<file path="config.mk">
export PLATFORM = sky130hd
export DESIGN_NAME = xmem_bridge
export DESIGN_NICKNAME = d
export VERILOG_FILES = /design/src/rtl/xmem_pkg.sv /design/src/rtl/xmem_sector_sel.sv /design/src/rtl/xmem_fsm.sv /design/src/rtl/xmem_keeper.sv /design/src/rtl/xmem_bridge.sv
export SDC_FILE = /design/constraint.sdc
export NUM_CORES = 1
export LEC_CHECK = 0
export ABC_AREA = 1
export BUFFER_PORTS_ARGS = -buffer_cell sky130_fd_sc_hd__buf_2
export CAP_MARGIN = 40
export CORE_UTILIZATION = 50
export DETAILED_ROUTE_END_ITERATION = 10
export HOLD_SLACK_MARGIN = 0.02
export PLACE_DENSITY = 0.79
export SLEW_MARGIN = 10
export SYNTH_ARGS = -nofsm -noshare
export SYNTH_HDL_FRONTEND = slang
export SYNTH_SLANG_ARGS = --single-unit
</file>
<file path="constraint.sdc">
create_clock -name clk -period 1.8 [get_ports clk]
set_input_delay 0.18 -clock clk [delete_from_list [all_inputs] [get_ports clk]]
set_output_delay 0.18 -clock clk [all_outputs]
set_load 0.05 [all_outputs]
</file>
<file path="src/rtl/xmem_pkg.sv">
package xmem_pkg;

    typedef enum logic [2:0] {
        ST_IDLE,
        ST_LATCH,
        ST_AHOLD,
        ST_STROBE,
        ST_TAIL,
        ST_FINISH
    } xmem_state_t;

    typedef enum logic [1:0] {
        DRV_NONE,
        DRV_ADDR,
        DRV_DATA
    } xmem_drv_t;

    localparam int WAIT_MAX = 2;
    localparam int WCNT_W   = $clog2(WAIT_MAX + 1);

    function automatic logic [WCNT_W-1:0] extra_cycles(input logic [1:0] ws);
        logic [WCNT_W-1:0] n;
        unique case (ws)
            2'd0:    n = WCNT_W'(0);
            2'd1:    n = WCNT_W'(1);
            default: n = WCNT_W'(WAIT_MAX);
        endcase
        return n;
    endfunction

    function automatic logic wants_tail(input logic [1:0] ws);
        return ws == 2'd3;
    endfunction

endpackage

</file>
<file path="src/rtl/xmem_sector_sel.sv">
module xmem_sector_sel #(
    parameter int AW        = 16,
    parameter int SECT_BITS = 4,
    parameter int WS_W      = 2
) (
    input  logic [AW-1:0]        addr,
    input  logic [SECT_BITS-1:0] limit,
    input  logic [WS_W-1:0]      ws_lo,
    input  logic [WS_W-1:0]      ws_hi,
    output logic [WS_W-1:0]      ws_sel
);
    localparam int TOP = AW - 1;

    logic [SECT_BITS-1:0] region;

    always_comb begin
        region = addr[TOP -: SECT_BITS];
        ws_sel = (region < limit) ? ws_lo : ws_hi;
    end
endmodule

</file>
<file path="src/rtl/xmem_fsm.sv">
module xmem_fsm
    import xmem_pkg::*;
(
    input  logic       clk,
    input  logic       rst_n,
    input  logic       req_valid,
    input  logic       we_q,
    input  logic [1:0] ws_q,
    output logic       accept,
    output logic       ale,
    output logic       rd_n,
    output logic       wr_n,
    output xmem_drv_t  drv_sel,
    output logic       sample_rd,
    output logic       done
);
    xmem_state_t       state, state_nx;
    logic [WCNT_W-1:0] wcnt, wcnt_nx;

    // state register
    always_ff @(posedge clk or negedge rst_n) begin
        if (!rst_n) begin
            state <= ST_IDLE;
            wcnt  <= '0;
        end else begin
            state <= state_nx;
            wcnt  <= wcnt_nx;
        end
    end

    // next state
    always_comb begin
        state_nx = state;
        wcnt_nx  = wcnt;
        unique case (state)
            ST_IDLE:   if (req_valid) state_nx = ST_LATCH;
            ST_LATCH:  state_nx = ST_AHOLD;
            ST_AHOLD: begin
                state_nx = ST_STROBE;
                wcnt_nx  = extra_cycles(ws_q);
            end
            ST_STROBE: begin
                if (wcnt != '0) begin
                    wcnt_nx = wcnt - WCNT_W'(1);
                end else if (wants_tail(ws_q)) begin
                    state_nx = ST_TAIL;
                end else begin
                    state_nx = ST_FINISH;
                end
            end
            ST_TAIL:   state_nx = ST_FINISH;
            ST_FINISH: state_nx = ST_IDLE;
            default:   state_nx = ST_IDLE;
        endcase
    end

    // outputs
    always_comb begin
        accept    = 1'b0;
        ale       = 1'b0;
        rd_n      = 1'b1;
        wr_n      = 1'b1;
        drv_sel   = DRV_NONE;
        sample_rd = 1'b0;
        done      = 1'b0;
        unique case (state)
            ST_IDLE:   accept = req_valid;
            ST_LATCH: begin
                ale     = 1'b1;
                drv_sel = DRV_ADDR;
            end
            ST_AHOLD:  drv_sel = DRV_ADDR;
            ST_STROBE: begin
                if (we_q) begin
                    wr_n    = 1'b0;
                    drv_sel = DRV_DATA;
                end else begin
                    rd_n      = 1'b0;
                    sample_rd = (wcnt == '0);
                end
            end
            ST_TAIL:   ;
            ST_FINISH: done = 1'b1;
            default:   ;
        endcase
    end
endmodule

</file>
<file path="src/rtl/xmem_keeper.sv">
module xmem_keeper #(
    parameter int DW = 8
) (
    input  logic          clk,
    input  logic          rst_n,
    input  logic          drv_oe,
    input  logic [DW-1:0] drv_val,
    input  logic          keep_en,
    output logic [DW-1:0] bus_o,
    output logic          bus_oe,
    output logic          bus_keep
);
    logic [DW-1:0] held;

    always_ff @(posedge clk or negedge rst_n) begin
        if (!rst_n)      held <= '0;
        else if (drv_oe) held <= drv_val;
    end

    always_comb begin
        bus_oe   = drv_oe;
        bus_o    = drv_oe ? drv_val : held;
        bus_keep = !drv_oe && keep_en;
    end
endmodule

</file>
<file path="src/rtl/xmem_bridge.sv">
module xmem_bridge
    import xmem_pkg::*;
#(
    parameter int AW        = 16,
    parameter int DW        = 8,
    parameter int SECT_BITS = 4
) (
    input  logic                 clk,
    input  logic                 rst_n,
    input  logic                 req_valid,
    input  logic                 req_we,
    input  logic [AW-1:0]        req_addr,
    input  logic [DW-1:0]        req_wdata,
    output logic                 done,
    output logic [DW-1:0]        rd_data,
    input  logic [1:0]           cfg_ws_lo,
    input  logic [1:0]           cfg_ws_hi,
    input  logic [SECT_BITS-1:0] cfg_limit,
    input  logic                 cfg_keep_en,
    output logic                 ale,
    output logic                 rd_n,
    output logic                 wr_n,
    output logic [AW-DW-1:0]     addr_hi,
    output logic [DW-1:0]        ad_o,
    output logic                 ad_oe,
    output logic                 ad_keep,
    input  logic [DW-1:0]        ad_i
);
    localparam int HI_W = AW - DW;

    logic            accept, sample_rd;
    xmem_drv_t       drv_sel;
    logic [1:0]      ws_pick, ws_q;
    logic            we_q;
    logic [AW-1:0]   addr_q;
    logic [DW-1:0]   wd_q, rd_q, drv_val;
    logic            drv_oe;

    xmem_sector_sel #(.AW(AW), .SECT_BITS(SECT_BITS), .WS_W(2)) u_sect (
        .addr   (req_addr),
        .limit  (cfg_limit),
        .ws_lo  (cfg_ws_lo),
        .ws_hi  (cfg_ws_hi),
        .ws_sel (ws_pick)
    );

    xmem_fsm u_fsm (
        .clk       (clk),
        .rst_n     (rst_n),
        .req_valid (req_valid),
        .we_q      (we_q),
        .ws_q      (ws_q),
        .accept    (accept),
        .ale       (ale),
        .rd_n      (rd_n),
        .wr_n      (wr_n),
        .drv_sel   (drv_sel),
        .sample_rd (sample_rd),
        .done      (done)
    );

    always_ff @(posedge clk or negedge rst_n) begin
        if (!rst_n) begin
            addr_q <= '0;
            we_q   <= 1'b0;
            wd_q   <= '0;
            ws_q   <= '0;
        end else if (accept) begin
            addr_q <= req_addr;
            we_q   <= req_we;
            wd_q   <= req_wdata;
            ws_q   <= ws_pick;
        end
    end

    always_ff @(posedge clk or negedge rst_n) begin
        if (!rst_n)         rd_q <= '0;
        else if (sample_rd) rd_q <= ad_i;
    end

    always_comb begin
        drv_oe  = drv_sel != DRV_NONE;
        drv_val = (drv_sel == DRV_DATA) ? wd_q : addr_q[DW-1:0];
    end

    xmem_keeper #(.DW(DW)) u_keep (
        .clk      (clk),
        .rst_n    (rst_n),
        .drv_oe   (drv_oe),
        .drv_val  (drv_val),
        .keep_en  (cfg_keep_en),
        .bus_o    (ad_o),
        .bus_oe   (ad_oe),
        .bus_keep (ad_keep)
    );

    assign addr_hi = addr_q[AW-1 -: HI_W];
    assign rd_data = rd_q;
endmodule

</file>
* Yosys cells after proc, flatten, opt, wreduce, memory -nomap -nowiden *
Index checks and enable logic that the tools add are counted.

storage, ports and cells
  flip-flop bits (word level) = 48
  input port bits = 45
  logic and storage cells = 53

cells by class
  $add $sub $neg = 1
  magnitude comparators = 1
  equality and inequality tests = 11
  mux-type cells = 21
  reductions and logical operators = 11

operators by type and width
  cell                 count
  $mux 8               2
  $pmux 3 s5           1
  $pmux 2 s2           3
  $mux 1               10
  $eq 3x2->1 const B   2
  $eq 3x3->1 const B   2
  $mux 2               3
  $mux 3               2
  $reduce_bool 2->1    3
  $eq 2x2->1 const B   2
  $logic_not 2->1      2
  $lt 4x4->1           1
  $ne 2x2->1 const B   2
  $reduce_and 2->1     2
  $eq 3x1->1 const B   1
  $logic_not 3->1      1
  $eq 2x1->1 const B   1
  $ne 2x1->1 const B   1
  $reduce_or 2->1      1
  $sub 2x1->2 const B  1
  $logic_and 1x1->1    1
  $logic_not 1->1      1

* Depth between registers and ports, before layout *
Gate-level depths: netlist (run 1).

  depth after elaboration = 6
  mapped depth = 9
  mapped depth without buffers = 9

* By module *
Synthesis (run 1) repeated with hierarchy kept, for this count alone.

unflattened totals
  cell total of the unflattened synthesis = 298
  area, all modules = 2444.8 µm²

modules (own cells, without submodules)
  module           instances  cells each  area each (µm²)  seq. area each (µm²)
  xmem_bridge      1          183         1647.8           875.8
  xmem_fsm         1          56          361.6            125.1
  xmem_keeper      1          37          320.3            200.2
  xmem_sector_sel  1          22          115.1            0.0

* Worst setup path after synthesis (run 1) *
No wires, ideal clock.

  kind = register -> register
  from = register u_fsm.state[2]
  to = register u_keep.held[0]
  arrival time = 1590 ps
  slack = -75 ps
  stages on the path, launching flop included = 9
  buffers on the path = 0
  clock period less this slack = 1875 ps
  path through = dfrtp_1 > inv_2 > nand3_2 > nor2_4 > inv_4 > nand2_4 > inv_2 > nand2_1 > o21ai_1

on the way
  elaborated cells between the ends (all ways) = 9
  classes of those cells = 4 x eq/ne; 3 x mux; 2 x reduce/logical

RTL lines
  what                                             RTL line           RTL
  from (decl)                                      xmem_fsm.sv:17     xmem_state_t state, state_nx;
  from (signal assigned)                           xmem_fsm.sv:26     state <= state_nx;
  $eq 3x1->1 / $eq 3x2->1 (equally long branches)  xmem_fsm.sv:66     unique case (state)
  $reduce_or 2->1 (no source line)                 -
  $pmux 2 s2 (*)                                   xmem_fsm.sv:66
  $reduce_bool 2->1 (*)                            xmem_bridge.sv:82  drv_oe = drv_sel != DRV_NONE;
  net ad_oe                                        xmem_bridge.sv:25  output logic ad_oe,
  $mux 8 (*)                                       -
  net ad_o[0]                                      xmem_bridge.sv:24  output logic [DW-1:0] ad_o,
  to (signal assigned)                             xmem_keeper.sv:17  else if (drv_oe) held <= drv_val;
  to (decl)                                        xmem_keeper.sv:13  logic [DW-1:0] held;

Mark *: on every way through the listed nets, which the timed path passes. The rest lies on a longest branch.
A chain may end at the register's enable or synchronous reset.

* Final worst setup path (run 1) *
  from = register u_fsm.state[2]
  to = output port ad_o[4]

on the way
  word-level cells in the longest chain between the ends = 6
  elaborated cells between the ends (all ways) = 9
  classes of those cells = 4 x eq/ne; 3 x mux; 2 x reduce/logical

ends and longest elaborated chain
  what                                             RTL line           RTL
  $eq 3x1->1 / $eq 3x2->1 (equally long branches)  xmem_fsm.sv:66
  $reduce_or 2->1 (no source line)                 -
  $pmux 2 s2 (*)                                   xmem_fsm.sv:66
  $eq 2x2->1                                       xmem_bridge.sv:83  drv_val = (drv_sel == DRV_DATA) ? wd_q : addr_q[DW-1:0];
  $mux 8                                           xmem_bridge.sv:83
  $mux 8 (*)                                       xmem_keeper.sv:22  bus_o = drv_oe ? drv_val : held;
  to (decl)                                        xmem_bridge.sv:24

Mark *: on every way between the ends. The rest lies on a longest branch, timed or not.

==> flow_metrics.env, run 1 <==
export IMPL_result_of_the_run="finished with violations"
export IMPL_failed_checks="negative setup slack"
export IMPL_synth_enable_flop_cells=0
export IMPL_drt_iter0_markers=108
export IMPL_time_the_worst_path_needs_with_i_o_delays_and_setup_ns=1.84
export IMPL_synth_cell_types=23
export IMPL_worst_path_required_time_ns=1.62
export IMPL_yosysTopAreaCell="sky130_fd_sc_hd__dfrtp_1"
export IMPL_cts_made_buffers=5
export IMPL_synthArstFlopShare_pct=100
export IMPL_number_of_global_route_vias_before_repair=1854
export IMPL_finalSetupViolations=8
export IMPL_criticalPathCategory="reg2out"
export IMPL_slew_viol_final=0
export IMPL_drt_vias_per_instance=4.78
export IMPL_yosys_warnings=0
export IMPL_antennaDiodeCount=0
export IMPL_synth_cell_area_um2=2230
export IMPL_cp_top_family="simple AND/OR/NAND/NOR gates"
export IMPL_post_synth_top_area_fraction_pct=53.9
export IMPL_cts_buffer_depth=2
export IMPL_layout_common_cells="109 x sky130_fd_sc_hd__nand2_1, 64 x sky130_fd_sc_hd__buf_2, 47 x sky130_fd_sc_hd__dfrtp_1"
export IMPL_placement_setup_worst_slack_ns=0.146
export IMPL_layout_area_overhead_vs_synth_pct=31.3
export IMPL_rsz0062_at_grt="true"
export IMPL_worstPathCellList="nor2_2, nand2_1, nand2_4, inv_4, nand2_4, inv_6, nand2_1, o21ai_2, buf_6"
export IMPL_drc_errors=0
export IMPL_routed_wl_um=4850
export IMPL_num_io_pins=75
export IMPL_clock_sink_count=48
export IMPL_h_tree_depth=2
export IMPL_final_setup_skew_ns=0.00585
export IMPL_cap_violations=0
export IMPL_cp_num_buf_inv=3
export IMPL_port_buffer_count=74
export IMPL_horiz_die_dim_um=68.8
export IMPL_vias=1928
export IMPL_clockRootBuffer="sky130_fd_sc_hd__clkbuf_8"
export IMPL_worst_setup_hold_path_clk_slew_ns=0.09
export IMPL_grtUsageTotal_pct=22.8
export IMPL_worst_path_cell_with_the_longest_stage_delay="sky130_fd_sc_hd__dfrtp_1"
export IMPL_start_util_pct=53.8
export IMPL_tritoncts="yes"
export IMPL_min_path_cells=3
export IMPL_post_route_cells_drive_above_1_share_pct=34.6
export IMPL_die_area_um2=4730
export IMPL_grt_antenna_before_repair=0
export IMPL_gp_congestion=0.764
export IMPL_core_rowCount=23
export IMPL_globalRoute_totalOverflow=0
export IMPL_max_freq_mhz=544
export IMPL_syn_area_per_cell_um2=8.32
export IMPL_maximum_number_of_pins_on_one_net_before_global_route_repair=28
export IMPL_share_of_the_cycle_needed_by_the_critical_path_after_routing_pct=102
export IMPL_worst_path_max_fanout=9
export IMPL_drt_pre_antenna_iters=4
export IMPL_synth_yosys_seq_area_share_pct=53.9
export IMPL_mappedNetlistNets=317
export IMPL_critPathMaxStageDelay_ns=0.42
export IMPL_synthFlopType="sky130_fd_sc_hd__dfrtp_1"
export IMPL_report_final_hold_viol_count=0
export IMPL_place_hpwl_um=3370
export IMPL_mostFrequentLayoutCell="sky130_fd_sc_hd__nand2_1"
export IMPL_synth_seq_cells=48
export IMPL_crit_path_end_kind="primary output"
export IMPL_hold_path_class="in2reg"
export IMPL_route_detailed_wl_per_inst_um=12.0
export IMPL_final_nets=401
export IMPL_finalHoldWorstSlack_ns=0.0721
export IMPL_slew_of_the_pin_with_the_lowest_slew_margin_ns=0.534
export IMPL_worstSetupStartpointType="flop"
export IMPL_timing_critical_path_arrival_ns=1.66
export IMPL_antenna_violating_nets_post_route=0
export IMPL_max_slew_margin_rel_pct=64.4
export IMPL_post_route_worst_setup_slack_ns=-0.0395
export IMPL_clk_insertion_delay_late_ns=0.30
export IMPL_netlist_top_cells_area="sky130_fd_sc_hd__dfrtp_1 54%, sky130_fd_sc_hd__nand2_1 18%, sky130_fd_sc_hd__inv_1 4.4%"
export IMPL_die_h_um=68.8
export IMPL_postSynthCellCount=268
export IMPL_ff2ff_path_depth=8
export IMPL_fp_coreArea_um2=4140
export IMPL_first_pass_grt_wire_length_um=7780
export IMPL_critical_path_cell_count=9
==> synth_stat cells (3+ instances only) <==
cell	instances
sky130_fd_sc_hd__o21ai_0	3
sky130_fd_sc_hd__nand2_1	109
sky130_fd_sc_hd__inv_2	5
sky130_fd_sc_hd__ha_1	4
sky130_fd_sc_hd__nor2_1	12
sky130_fd_sc_hd__inv_1	26
sky130_fd_sc_hd__o21ai_1	18
sky130_fd_sc_hd__buf_4	10
sky130_fd_sc_hd__a21oi_1	11
sky130_fd_sc_hd__dfrtp_1	48
sky130_fd_sc_hd__nand3_1	5
==> metal layers <==
layer	share of wire [%]	global-route usage, %
met4	2.2	9.69
met5	0	0
met2	47	39.6
met1	45	26.4
met3	5.7	6.25
==> final timing paths <==
check                                            from                          to  slack, ns
min in group asynchronous                       rst_n      rd_data[4]$_DFFE_PN0P_       0.40
hold reg to reg                addr_q[10]$_DFFE_PN0P_      addr_q[10]$_DFFE_PN0P_       0.47
setup reg to reg           u_fsm.state[1]$_DFFE_PN0P_       addr_q[2]$_DFFE_PN0P_       0.16
setup / recovery           u_fsm.state[2]$_DFFE_PN0P_                     ad_o[4]      -0.04
hold / removal                           req_addr[10]      addr_q[10]$_DFFE_PN0P_       0.07
max in group asynchronous                       rst_n  u_fsm.state[1]$_DFFE_PN0P_       0.88
==> final cells by class <==
| cell class | count | area, um^2 |
|---|---|---|
| Tap cell | 50 | 62.6 |
| Sequential cell | 48 | 1200 |
| Clock buffer | 6 | 72.6 |
| Inverter | 33 | 136 |
| Clock inverter | 2 | 35.0 |
| Timing Repair Buffer | 90 | 572 |
| Multi-Input combinational cell | 174 | 846 |
| Fill cell | 333 | 1220 |
==> cell families after synthesis <==
kind of cell / after synthesis / synth area share, %
fa+ha+maj: 4 / 2.24
compound gates: 35 / 8.19
flops: 48 / 53.9
buf+inv: 46 / 10.4
simple gates: 135 / 25.3
==> sequential cells by signal, summed over array words and instances, names as in the netlist <==
signal,cells
wd_q,8
u_keep.held,8
u_fsm.state,3
addr_q,16
we_q,1
rd_data,8
u_fsm.wcnt,2
ws_q,2
==> worst register-to-register path, delay by kind of cell (launching register included) <==
family	cells	cell delay [ns]
simple gates	5	0.60
flops	1	0.43
buf+inv	3	0.56
==> what timing repair did <==
item,4_1_cts,5_1_grt
hold buffers,1,0
pin swaps,3,1
endpoints found under the hold margin,22,0
resized for setup,25,5
setup endpoints to repair,8,10
setup buffers,8,3
==> metrics by stage <==
stage / utilization [%] / setup TNS, ns / cells / cell area [um^2]
CTS: 69.9 / -0.220 / 400 / 2900
detailed placement: 63.6 / 0 / 383 / 2640
global placement: 63.6 / 0 / 383 / 2640
floorplan: - / 0 / 268 / 2260
global route: 70.6 / -1.03 / 403 / 2930
finish: 70.6 / -0.153 / 403 / 2930
Power of run 1 is not shown: default switching activity piles up to over one toggle a cycle in this logic, so the estimate is an artifact.
==> inputs of run 2 (changes only) <==
--- a/config.mk
+++ b/config.mk
@@ -6,5 +6,4 @@
 export NUM_CORES = 1
 export LEC_CHECK = 0
-export ABC_AREA = 1
 export BUFFER_PORTS_ARGS = -buffer_cell sky130_fd_sc_hd__buf_2
 export CAP_MARGIN = 40
==> constraint.sdc (replaced) <==
create_clock -name clk -period 1.8 [get_ports clk]
set_input_delay 0.36 -clock clk [delete_from_list [all_inputs] [get_ports clk]]
set_output_delay 0.36 -clock clk [all_outputs]
set_load 0.05 [all_outputs]
==> run 2 against run 1 <==
Net effect:
- the flow still finishes with violations (negative setup slack)
- sequential share of layout area down 5.7 points
- via count down 6.4%
- clock-buffer cell count unchanged
- clock skew about the same
- synthesized cell count down 34%
- setup slack worse by 0.30 ns
- critical path type unchanged
- critical endpoint is now ad_o[0]
- highest routed layer unchanged
==> flow_metrics.env, run 2 <==
export IMPL_crit_path_end_kind="primary output"
export IMPL_route_detailed_wl_per_inst_um=18.9
export IMPL_time_the_worst_path_needs_with_i_o_delays_and_setup_ns=2.14
export IMPL_layout_area_overhead_vs_synth_pct=52.3
export IMPL_worst_setup_hold_path_clk_slew_ns=0.09
export IMPL_drt_vias_per_instance=5.54
export IMPL_grtUsageTotal_pct=23.4
export IMPL_rsz0062_at_grt="true"
export IMPL_drt_iter0_markers=136
export IMPL_layout_common_cells="60 x sky130_fd_sc_hd__buf_2, 45 x sky130_fd_sc_hd__dfrtp_1, 20 x sky130_fd_sc_hd__mux2_4"
export IMPL_cp_startpoint="u_fsm.state[1]$_DFFE_PN0P_"
export IMPL_clock_sink_count=48
export IMPL_start_util_pct=53.9
export IMPL_gp_congestion=0.790
export IMPL_vias=1805
export IMPL_syn_area_per_cell_um2=12.6
export IMPL_tritoncts="yes"
export IMPL_horiz_die_dim_um=68.9
export IMPL_seqCellArea_um2=1200
export IMPL_synth_cell_area_um2=2230
export IMPL_worst_path_max_fanout=7
export IMPL_area_taken_by_multi_input_logic_gates_um2=1150
export IMPL_setup_tns_ns=-5.00
export IMPL_clk_insertion_delay_late_ns=0.30
export IMPL_antenna_violating_nets_post_route=0
export IMPL_place_hpwl_um=3520
export IMPL_cts_made_buffers=5
export IMPL_placedInstanceArea_um2=2790
export IMPL_hold_path_class="in2reg"
export IMPL_layout_cells_non_filler=326
export IMPL_criticalPathCategory="reg2out"
export IMPL_synthArstFlopShare_pct=100
export IMPL_crit_reg2reg_launch="u_fsm.state[1]$_DFFE_PN0P_"
export IMPL_clockRootBuffer="sky130_fd_sc_hd__clkbuf_8"
export IMPL_drt_pre_antenna_iters=4
export IMPL_largest_register_ffs=16
export IMPL_number_of_fill_cells_in_the_layout=220
export IMPL_yosysTopAreaCell="sky130_fd_sc_hd__dfrtp_1"
export IMPL_h_tree_depth=2
export IMPL_postSynthCellCount=177
export IMPL_synthFlopType="sky130_fd_sc_hd__dfrtp_1"
export IMPL_grt_antenna_before_repair=0
export IMPL_yosys_warnings=0
export IMPL_antennaDiodeCount=0
export IMPL_die_h_um=68.9
export IMPL_netlist_top_cells_area="sky130_fd_sc_hd__dfrtp_1 54%, sky130_fd_sc_hd__mux2_2 14%, sky130_fd_sc_hd__buf_4 4.4%"
export IMPL_report_final_hold_viol_count=0
export IMPL_post_route_worst_setup_slack_ns=-0.343
export IMPL_cts_buffer_depth=2
export IMPL_post_synth_top_count_cell="sky130_fd_sc_hd__dfrtp_1"
export IMPL_number_of_global_route_vias_before_repair=1706
export IMPL_worstSetupStartpointType="flop"
export IMPL_mostFrequentLayoutCell="sky130_fd_sc_hd__buf_2"
export IMPL_fin_area_um2=3400
export IMPL_timing_hold_worst_start="req_addr[9]"
export IMPL_largest_register="addr_q"
export IMPL_final_setup_skew_ns=0.00602
export IMPL_num_io_pins=75
export IMPL_first_pass_grt_wire_length_um=7840
export IMPL_post_synth_top_area_fraction_pct=53.8
export IMPL_max_slew_margin_rel_pct=68.1
export IMPL_synth_seq_cells=48
export IMPL_fp_coreArea_um2=4140
export IMPL_placement_setup_worst_slack_ns=-0.0733
export IMPL_timing_critical_path_arrival_ns=1.78
export IMPL_final_nets=324
export IMPL_synth_yosys_seq_area_share_pct=53.8
export IMPL_yosys_top_cells_count="48 x sky130_fd_sc_hd__dfrtp_1, 28 x sky130_fd_sc_hd__mux2_2, 13 x sky130_fd_sc_hd__buf_4, 10 x sky130_fd_sc_hd__nand2_1, 8 x sky130_fd_sc_hd__mux2i_1"
export IMPL_globalRoute_totalOverflow=0
export IMPL_post_route_cells_drive_above_1_share_pct=64.1
export IMPL_finalSetupViolations=34
export IMPL_post_place_cells=301
export IMPL_max_freq_mhz=467
export IMPL_port_buffer_count=74
export IMPL_synth_enable_flop_cells=0
export IMPL_cap_violations=0
export IMPL_failed_checks="negative setup slack"
export IMPL_slew_of_the_pin_with_the_lowest_slew_margin_ns=0.478
export IMPL_result_of_the_run="finished with violations"
export IMPL_routed_wl_um=6150
export IMPL_share_of_the_cycle_needed_by_the_critical_path_after_routing_pct=119
export IMPL_mappedNetlistNets=226
export IMPL_slew_viol_final=0
export IMPL_core_rowCount=23
export IMPL_die_area_um2=4740
export IMPL_maximum_number_of_pins_on_one_net_before_global_route_repair=21
export IMPL_drc_errors=0
export IMPL_worst_path_required_time_ns=1.44
export IMPL_synth_cell_types=34
==> run 2: timing repair <==
action                                  in CTS  in global routing
endpoints found under the hold margin       18                  0
resized for setup                           40                 42
setup buffers                                5                  6
hold buffers                                 1                  0
gates cloned                                 0                  5
pin swaps                                    6                  3
endpoints found under the setup margin      12                 39
==> run 2: layer usage <==
metal / routed length [um] / part of all wire, % / vias up / track usage (%)
met5: 0 / 0 / - / 0
met4: 148 / 2.4 / 0 / 10.7
met3: 294 / 4.8 / 17 / 4.77
met2: 3170 / 52 / 65 / 39.9
met1: 2540 / 41 / 906 / 28.4
li1: - / - / 817 / -
==> run 2: critical path: stages (launching register included) <==
cell and delay [ns]:
sky130_fd_sc_hd__dfrtp_2 0.52, sky130_fd_sc_hd__buf_4 0.17, sky130_fd_sc_hd__nand4b_4 0.17, sky130_fd_sc_hd__buf_4 0.20
sky130_fd_sc_hd__nor2_1 0.20, sky130_fd_sc_hd__a21oi_4 0.05, sky130_fd_sc_hd__buf_6 0.16
==> run 2: metrics by stage <==
stage	util, %	hold slack [ns]
after floorplan	-	0.0644
after global placement	67.4	0.327
after detailed placement	67.4	0.334
after CTS	74.8	0.266
after global routing	82.1	0.276
final	82.1	0.286
==> run 2: cell families after synthesis <==
kind of cell,after synthesis,synth area share (%)
buf+inv,22,6.33
xor+xnor,1,0.392
fa+ha+maj,4,2.24
mux,42,20.7
compound gates,20,5.21
flops,48,53.8
simple gates,40,11.4
==> run 2: path summary, 6_finish.rpt <==
kind                                                   to  slack (ns)  cells past startpoint
worst max-delay path                              ad_o[0]       -0.34                      6
worst min-delay path                addr_q[9]$_DFFE_PN0P_        0.29                      2
worst max register to register        wd_q[5]$_DFFE_PN0P_       -0.13                      6
worst min register to register   u_keep.held[3]$_DFF_PN0_        0.49                      2
max in group asynchronous       u_fsm.wcnt[1]$_DFFE_PN0P_        0.64                      3
min in group asynchronous             wd_q[4]$_DFFE_PN0P_        0.57                      2
==> run 2: area by class of cell <==
| cell class | instances | share of cell area, % |
|---|---|---|
| multi-input combinational | 108 | 33.9 |
| sequential | 48 | 35.4 |
| inverter | 6 | 0.809 |
| clock inverter | 2 | 1.14 |
| timing repair buffer | 106 | 24.5 |
| tap | 50 | 1.84 |
| clock buffer | 6 | 2.43 |
Power of run 2 is left out for the same reason.
==> inputs of run 3 (changes only) <==
Settings changed: SKIP_LAST_GASP set to 1.
==> run 3 against run 2 <==
Net effect:
- the flow still finishes with violations (negative setup slack)
- sequential cell count is the same
- non-clock buffer count is the same
- wire length shrank 3.9%
- via count shrank 2.5%
- core utilization shrank 1.7 points
- cell count is the same
- clock skew grew 0.0028 ns
- hold slack lost 0.013 ns
- critical path type unchanged
- critical endpoint is now ad_o[4]
==> flow_metrics.env, run 3 (synthesis results as in run 2) <==
export IMPL_max_freq_mhz=469
export IMPL_layout_common_cells="60 x sky130_fd_sc_hd__buf_2, 45 x sky130_fd_sc_hd__dfrtp_1, 29 x sky130_fd_sc_hd__mux2_2"
export IMPL_core_rowCount=23
export IMPL_num_io_pins=75
export IMPL_vias=1759
export IMPL_worst_path_max_fanout=6
export IMPL_globalRoute_totalOverflow=0
export IMPL_criticalPathCategory="reg2out"
export IMPL_die_h_um=68.9
export IMPL_first_pass_grt_wire_length_um=7780
export IMPL_routed_wl_um=5910
export IMPL_timing_critical_path_arrival_ns=1.77
export IMPL_final_nets=324
export IMPL_worst_path_cell_with_the_longest_stage_delay="sky130_fd_sc_hd__dfrtp_2"
export IMPL_drc_errors=0
export IMPL_port_buffer_count=74
export IMPL_worst_path_required_time_ns=1.44
export IMPL_cts_buffer_depth=2
export IMPL_gp_congestion=0.790
export IMPL_h_tree_depth=2
export IMPL_max_slew_margin_rel_pct=68.5
export IMPL_number_of_global_route_vias_before_repair=1702
export IMPL_finalSetupViolations=36
export IMPL_layout_area_overhead_vs_synth_pct=49.2
export IMPL_time_the_worst_path_needs_with_i_o_delays_and_setup_ns=2.13
export IMPL_cts_made_buffers=5
export IMPL_route_detailed_wl_per_inst_um=18.1
export IMPL_slew_viol_final=0
export IMPL_min_delay_worst_endpoint="addr_q[3]$_DFFE_PN0P_"
export IMPL_crit_reg2reg_launch="u_fsm.state[1]$_DFFE_PN0P_"
export IMPL_clockRootBuffer="sky130_fd_sc_hd__clkbuf_8"
export IMPL_cap_violations=0
export IMPL_start_util_pct=53.9
export IMPL_die_area_um2=4740
export IMPL_worstPathCellList="nor2b_4, a211o_4, clkbuf_16, o21ai_4, buf_6"
export IMPL_crit_path_end_kind="primary output"
export IMPL_ff2ff_path_depth=6
export IMPL_grt_antenna_before_repair=0
export IMPL_antenna_violating_nets_post_route=0
export IMPL_result_of_the_run="finished with violations"
export IMPL_rsz0062_at_grt="true"
export IMPL_fp_coreArea_um2=4140
export IMPL_share_of_the_cycle_needed_by_the_critical_path_after_routing_pct=119
export IMPL_largest_register="addr_q"
export IMPL_drt_pre_antenna_iters=4
export IMPL_drt_vias_per_instance=5.40
export IMPL_cp_num_buf_inv=2
export IMPL_post_route_worst_setup_slack_ns=-0.333
export IMPL_horiz_die_dim_um=68.9
export IMPL_min_path_cells=2
export IMPL_setup_tns_ns=-6.48
export IMPL_final_setup_skew_ns=0.00879
export IMPL_tritoncts="yes"
export IMPL_critPathMaxStageDelay_ns=0.46
export IMPL_number_of_fill_cells_in_the_layout=243
export IMPL_timing_hold_worst_start="req_addr[3]"
export IMPL_failed_checks="negative setup slack"
export IMPL_antennaDiodeCount=0
export IMPL_cp_top_family="compound AO/OA/AOI/OAI gates"
export IMPL_grtUsageTotal_pct=23.2
export IMPL_worstSetupStartpointType="flop"
export IMPL_post_route_cells_drive_above_1_share_pct=64.1
export IMPL_slew_of_the_pin_with_the_lowest_slew_margin_ns=0.472
export IMPL_largest_register_ffs=16
export IMPL_clock_sink_count=48
export IMPL_report_final_hold_viol_count=0
export IMPL_maximum_number_of_pins_on_one_net_before_global_route_repair=21
export IMPL_drt_iter0_markers=106
export IMPL_flop2flop_setup_slack_ns=-0.17
export IMPL_place_hpwl_um=3520
export IMPL_worst_setup_hold_path_clk_slew_ns=0.09
export IMPL_clk_insertion_delay_late_ns=0.31
export IMPL_mostFrequentLayoutCell="sky130_fd_sc_hd__buf_2"
export IMPL_hold_path_class="in2reg"
export IMPL_crit_reg2reg_capture="wd_q[5]$_DFFE_PN0P_"
[run 3: cell counts in the layout (fill, tap and decap cells not counted)]
No cell type changed its count.
[run 3: how the worst max path moves through the flow]
stage	start	cells after the start	to
floorplan	u_fsm.state[1]$_DFFE_PN0P_	4	ad_o[3]
global placement	u_fsm.state[0]$_DFFE_PN0P_	6	ad_o[5]
detailed placement	u_fsm.state[1]$_DFFE_PN0P_	5	ad_o[7]
CTS	u_fsm.state[0]$_DFFE_PN0P_	6	ad_o[0]
global route	u_fsm.state[0]$_DFFE_PN0P_	5	ad_o[4]
finish	u_fsm.state[0]$_DFFE_PN0P_	5	ad_o[4]
[run 3: through the flow]
| step | worst slack (ns) | instance area, um^2 | utilization, % | cells | hold WS, ns |
|---|---|---|---|---|---|
| 2_1_floorplan | -0.124 | 2340 | - | 177 | 0.0644 |
| 3_3_place_gp | -0.0346 | 2790 | 67.4 | 301 | 0.327 |
| 3_5_place_dp | -0.0733 | 2790 | 67.4 | 301 | 0.334 |
| 4_1_cts | -0.314 | 3090 | 74.5 | 315 | 0.266 |
| 5_1_grt | -0.373 | 3330 | 80.4 | 326 | 0.277 |
| 6_report | -0.333 | 3330 | 80.4 | 326 | 0.273 |
[run 3: routing by layer]
| metal | routed length (um) | vias up | global-route usage, % |
|---|---|---|---|
| li1 | - | 814 | - |
| met1 | 2480 | 884 | 28.5 |
| met2 | 3090 | 51 | 39.1 |
| met3 | 239 | 10 | 4.77 |
| met4 | 102 | 0 | 10.7 |
| met5 | 0 | - | 0 |
[run 3: area by class of cell]
class / instances / area [um^2] / share of cell area [%]
flip-flops and latches: 48 / 1200 / 36.1
clock buffers: 6 / 82.6 / 2.48
clock inverters: 2 / 38.8 / 1.16
inverters: 6 / 27.5 / 0.826
multi-input cells: 108 / 1100 / 32.9
well taps: 50 / 62.6 / 1.88
repair buffers: 106 / 820 / 24.6
[run 3: repair_timing]
action	in CTS	in global routing
pin swaps	6	5
hold buffers	1	0
gates cloned	0	5
hold endpoints to repair	18	0
gates resized for setup	36	29
endpoints found under the setup margin	12	39
buffers inserted	5	7
Power of run 3 is left out for the same reason.
